## config.mk

```make
export PLATFORM = sky130hd
export DESIGN_NAME = dual_rail_por
export DESIGN_NICKNAME = d
export VERILOG_FILES = /design/src/rtl/por_pkg.sv /design/src/rtl/por_fail_filter.sv /design/src/rtl/por_tick_timer.sv /design/src/rtl/dual_rail_por.sv
export SDC_FILE = /design/constraint.sdc
export NUM_CORES = 1
export LEC_CHECK = 0
export BUFFER_PORTS_ARGS = -buffer_cell sky130_fd_sc_hd__buf_2
export CAP_MARGIN = 20
export CORE_ASPECT_RATIO = 0.9
export CORE_MARGIN = 2
export CORE_UTILIZATION = 50
export CTS_CLUSTER_SIZE = 8
export DETAILED_ROUTE_END_ITERATION = 8
export PLACE_DENSITY = 0.78
export SYNTH_ARGS = -nofsm -noshare
export SYNTH_HDL_FRONTEND = slang
export SYNTH_HIERARCHICAL = 1
export SYNTH_SLANG_ARGS = --single-unit
```

## constraint.sdc

```tcl
create_clock -name clk -period 3.7 [get_ports clk]
set_input_delay 0.185 -clock clk [delete_from_list [all_inputs] [get_ports clk]]
set_output_delay 0.185 -clock clk [all_outputs]
set_load 0.005 [all_outputs]
```

## src/rtl/por_pkg.sv

```systemverilog
package por_pkg;

    typedef enum logic [1:0] {
        ST_WAIT_CORE = 2'd0,
        ST_DELAY     = 2'd1,
        ST_CHECK_IO  = 2'd2,
        ST_RUN       = 2'd3
    } por_state_e;

    localparam int NUM_RAILS = 2;
    localparam int RAIL_CORE = 0;
    localparam int RAIL_IO   = 1;

endpackage

```

## src/rtl/por_fail_filter.sv

```systemverilog
module por_fail_filter #(
    parameter int REACT_CYCLES = 16
) (
    input  logic clk,
    input  logic rst,
    input  logic bad,
    output logic fail
);
    localparam int CW = $clog2(REACT_CYCLES + 1);
    localparam logic [CW-1:0] CNT_MAX = CW'(REACT_CYCLES);

    typedef struct packed {
        logic [CW-1:0] cnt;
    } filt_s;

    filt_s s_d, s_q;

    always_comb begin
        s_d = s_q;
        if (!bad)
            s_d.cnt = '0;
        else if (s_q.cnt != CNT_MAX)
            s_d.cnt = s_q.cnt + 1'b1;
    end

    always_ff @(posedge clk) begin
        if (rst) s_q <= '0;
        else     s_q <= s_d;
    end

    assign fail = (s_q.cnt == CNT_MAX);

endmodule

```

## src/rtl/por_tick_timer.sv

```systemverilog
module por_tick_timer #(
    parameter int FAST_TICKS = 32,
    parameter int SLOW_TICKS = 128
) (
    input  logic clk,
    input  logic rst,
    input  logic clear,
    input  logic tick,
    input  logic slow_mode,
    output logic expired
);
    localparam int MAXT = (FAST_TICKS > SLOW_TICKS) ? FAST_TICKS : SLOW_TICKS;
    localparam int CW   = $clog2(MAXT + 1);
    localparam logic [CW-1:0] FAST_LAST = CW'(FAST_TICKS - 1);
    localparam logic [CW-1:0] SLOW_LAST = CW'(SLOW_TICKS - 1);

    typedef struct packed {
        logic [CW-1:0] cnt;
    } tmr_s;

    tmr_s s_d, s_q;
    logic [CW-1:0] last;

    always_comb begin
        last = slow_mode ? SLOW_LAST : FAST_LAST;
        s_d  = s_q;
        if (clear)
            s_d.cnt = '0;
        else if (tick && (s_q.cnt != last))
            s_d.cnt = s_q.cnt + 1'b1;
    end

    always_ff @(posedge clk) begin
        if (rst) s_q <= '0;
        else     s_q <= s_d;
    end

    assign expired = !clear && tick && (s_q.cnt == last);

endmodule

```

## src/rtl/dual_rail_por.sv

```systemverilog
module dual_rail_por #(
    parameter int FAST_TICKS   = 32,
    parameter int SLOW_TICKS   = 128,
    parameter int REACT_CYCLES = 16
) (
    input  logic clk,
    input  logic rst,
    input  logic tick,
    input  logic slow_mode,
    input  logic core_good,
    input  logic io_good,
    output logic por_rst_n,
    output logic rst_released
);
    import por_pkg::*;

    typedef struct packed {
        por_state_e state;
        logic       released;
    } seq_s;

    seq_s s_d, s_q;

    logic [NUM_RAILS-1:0] rail_good;
    logic [NUM_RAILS-1:0] rail_fail;
    logic                 delay_done;
    logic                 timer_clear;

    assign rail_good[RAIL_CORE] = core_good;
    assign rail_good[RAIL_IO]   = io_good;

    for (genvar g = 0; g < NUM_RAILS; g++) begin : g_filt
        por_fail_filter #(.REACT_CYCLES(REACT_CYCLES)) u_filt (
            .clk  (clk),
            .rst  (rst),
            .bad  (!rail_good[g]),
            .fail (rail_fail[g])
        );
    end

    assign timer_clear = (s_q.state != ST_DELAY);

    por_tick_timer #(.FAST_TICKS(FAST_TICKS), .SLOW_TICKS(SLOW_TICKS)) u_tmr (
        .clk       (clk),
        .rst       (rst),
        .clear     (timer_clear),
        .tick      (tick),
        .slow_mode (slow_mode),
        .expired   (delay_done)
    );

    always_comb begin
        s_d          = s_q;
        s_d.released = 1'b0;
        case (s_q.state)
            ST_WAIT_CORE: if (core_good) s_d.state = ST_DELAY;
            ST_DELAY: begin
                if (rail_fail[RAIL_CORE])
                    s_d.state = ST_WAIT_CORE;
                else if (delay_done)
                    s_d.state = (io_good && core_good) ? ST_RUN : ST_CHECK_IO;
            end
            ST_CHECK_IO: begin
                if (rail_fail[RAIL_CORE])
                    s_d.state = ST_WAIT_CORE;
                else if (io_good && core_good)
                    s_d.state = ST_RUN;
            end
            ST_RUN: if (|rail_fail) s_d.state = ST_WAIT_CORE;
            default: s_d.state = ST_WAIT_CORE;
        endcase
        if (s_d.state == ST_RUN && s_q.state != ST_RUN)
            s_d.released = 1'b1;
    end

    always_ff @(posedge clk) begin
        if (rst) begin
            s_q.state    <= ST_WAIT_CORE;
            s_q.released <= 1'b0;
        end else begin
            s_q <= s_d;
        end
    end

    assign por_rst_n    = (s_q.state == ST_RUN);
    assign rst_released = s_q.released;

endmodule

```

==> reports/metrics.cfg <==
[floorplanning]
fp-row-count=16
ios=8
die_h_um=49.3
die-area_um2=2680
start_util=0.528
die_w_um=54.4
core_area_um2=2160

[yosys]
synth_top_family_by_area=simple AND/OR/NAND/NOR gates
synth_commonest_cells=dfxtp_1 (21), nor2_1 (17), inv_1 (8), nand2_1 (8), nand3_1 (8)
netlist.area_leader.share=0.368
yosysSeqAreaShare=0.368
synth-seq-cells=21
synth_warnings=6
synthSimpleGateAreaFrac=0.346
ys.flop_type=dfxtp_1
avgSynthCellArea_um2=8.91
synth_xor_area_frac=0.0691
yosys.area_share.adder=0.0548
async_reset_ff_frac=0
yosysMostFrequentCell=dfxtp_1
netlist-cell-type-count=39
synth_compound_area_frac=0.110
synthTopCellsByArea=dfxtp_1 (37%), nor2_1 (5.6%), ha_1 (5.5%), xor2_1 (3.8%), nand3_1 (3.5%)
synth_edf_count=0
syn_inst=128
synthesis.nets=139
synth_top_area_cell=dfxtp_1
synthMuxAreaShare=0.0175
syn_area_um2=1140

[timing]
max_freq_mhz=536
setup_viol=0
finalSetupTns_ns=0
report.final.hold_viol_count=0
fin_worst_skew_ns=0.00720
rsz0062_at_grt=no
timing.hold.ws_ns=0.0993
relSlewSlack=0.790
worst_pin_slew_ns=0.312
drv_slew=0
post-route-period-util=0.504
period_needed_ns=1.86

[power_and_ir_drop]
p_clk_frac=0.286
sw_frac_of_total=0.240
power.density_nw_per_um2=305
p_sw_mw=0.0900
ir_drop_uv=263
leakagePower_nw=0.449
p_int_mw=0.285
design_power_total_mw=0.375
p_seq_frac=0.627
power_frac_comb=0.087

[layout]
num_antenna_cells=0
synthToLayoutAreaGrowth_pct=7.68
fin_nets=149
final_layout_size_suffix_gt1_frac=0.146
final_core_util=0.568

[routing]
drc=0
drt-total-wl_mm=1.99
ant_nets=0
drt_iter0_drc=25
drtPass1Iterations=4
routedWlPerCell_um=12.2
via_count=897
vias_per_cell=5.47

[worst_setup_path]
worstPathArrival_ns=2.08
worst_setup_path_end_kind=flip-flop
r2r-end=rst_released$_SDFF_PP0_
worstSetupStartpoint=u_tmr/s_q[5]$_SDFFE_PP0P_
crit_fanout=7
rr_startpoint=u_tmr/s_q[5]$_SDFFE_PP0P_
crit_end=rst_released$_SDFF_PP0_
ff2ff_setup_slack_ns=1.84
critPathRequiredTime_ns=3.91
start_kind=flip-flop
crit_type=flip-flop to flip-flop
r2r_cells=5

[global_routing]
antenna_found_initial=0
grt_first_pass_wirelength_mm=3.48
gr-usage-all-layers=0.177
grt-ovfl-total=0
grt_start_max_net_pins=13
grt_pass1_vias=849

[flow_run]
drv_cap=0

[clock_tree]
clk_latency_ns=0.30
tritoncts=done
post_cts_buffers=0
h-tree-depth=1
clk_transition_reported_paths_ns=0.12
cts-root-buf=clkbuf_4
clock_path_buffers=2
numCtsBuffers=3
cts_sinks=21
cts-resized-gates=0
ctsHoldBuffers=0

[status]
status=finished clean

[hold_path]
holdCritPathClass=input port to flip-flop

[place]
globalplace.congestion=0.783
io_buffers=7
place_hpwl_mm=1.55

layout by cell type, fill, tap and decap left out, types with 2 or more instances in the layout:
cell	netlist	routed
ha_1	5	5
xor2_1	5	5
a21oi_1	5	5
nand2_1	8	8
or2_1	3	3
nand3_1	8	8
mux2i_1	2	2
xnor2_1	4	4
and4bb_4	2	2
or3_1	2	2
and4bb_1	3	3
clkbuf_4	0	3
nand2b_1	3	3
nor2_1	17	17
inv_1	8	8
and3_1	2	2
nor3b_1	3	3
nand4_1	5	5
dfxtp_1	21	21
buf_2	1	7
a31oi_1	2	2
metrics by stage:
stage | cells | setup WS, ns | instance area (um^2)
after global routing | 164 | 1.72 | 1230
after floorplan | 128 | 1.99 | 1140
after global placement | 160 | 1.93 | 1200
after detailed placement | 160 | 1.85 | 1200
final | 164 | 1.84 | 1230
after CTS | 164 | 1.83 | 1230
power by group through the flow:
stage / registers, mW / clock network [mW] / logic (mW)
CTS: 0.235 / 0.114 / 0.0328
floorplan: 0.239 / 0 / 0.0242
detailed placement: 0.240 / 0 / 0.0326
finish: 0.235 / 0.107 / 0.0328
global placement: 0.240 / 0 / 0.0309
global route: 0.236 / 0.126 / 0.0370
worst max-delay path, cell delays in order (launching register included):
cell	delay [ns]
dfxtp_1	0.36
or3_4	0.42
a21oi_2	0.29
and4b_1	0.26
a22oi_1	0.11
a2111oi_2	0.32
cell type report:
type | instances | area [um^2]
Fill cell | 193 | 933
Multi-Input combinational cell | 97 | 682
Sequential cell | 21 | 420
Timing Repair Buffer | 7 | 35.0
Tap cell | 27 | 33.8
Inverter | 8 | 30.0
Clock buffer | 3 | 22.5
Clock inverter | 1 | 5.00
metal layers:
| layer | part of all wire | GRT usage | up-vias |
|---|---|---|---|
| met5 | 0 | 0 | - |
| met4 | 0.0060 | 0.0375 | 0 |
| met3 | 0.046 | 0.0736 | 2 |
| met2 | 0.47 | 0.275 | 15 |
| met1 | 0.47 | 0.226 | 409 |
| li1 | - | - | 471 |
kinds of logic after synthesis:
family,count (synthesis)
compound gates,16
xor+xnor,9
fa+ha+maj,5
buf+inv,10
flops,21
mux,2
simple gates,65
registers in the layout (all words and copies together) (netlist names):
signal	count
s_q	2
g_filt.u_filt/s_q	10
u_tmr/s_q	8
rst_released	1
worst min-delay path by stage:
stage | from | to | slack, ns | depth (start not counted)
CTS | rst | s_q[1]$_SDFF_PP0_ | 0.08 | 2
global route | rst | s_q[1]$_SDFF_PP0_ | 0.06 | 2
finish | rst | s_q[1]$_SDFF_PP0_ | 0.1 | 2
floorplan | rst | s_q[1]$_SDFF_PP0_ | 0.25 | 1
global placement | rst | s_q[1]$_SDFF_PP0_ | 0.41 | 2
detailed placement | rst | s_q[1]$_SDFF_PP0_ | 0.42 | 2
Note: power is estimated with default switching activity, not from simulation.
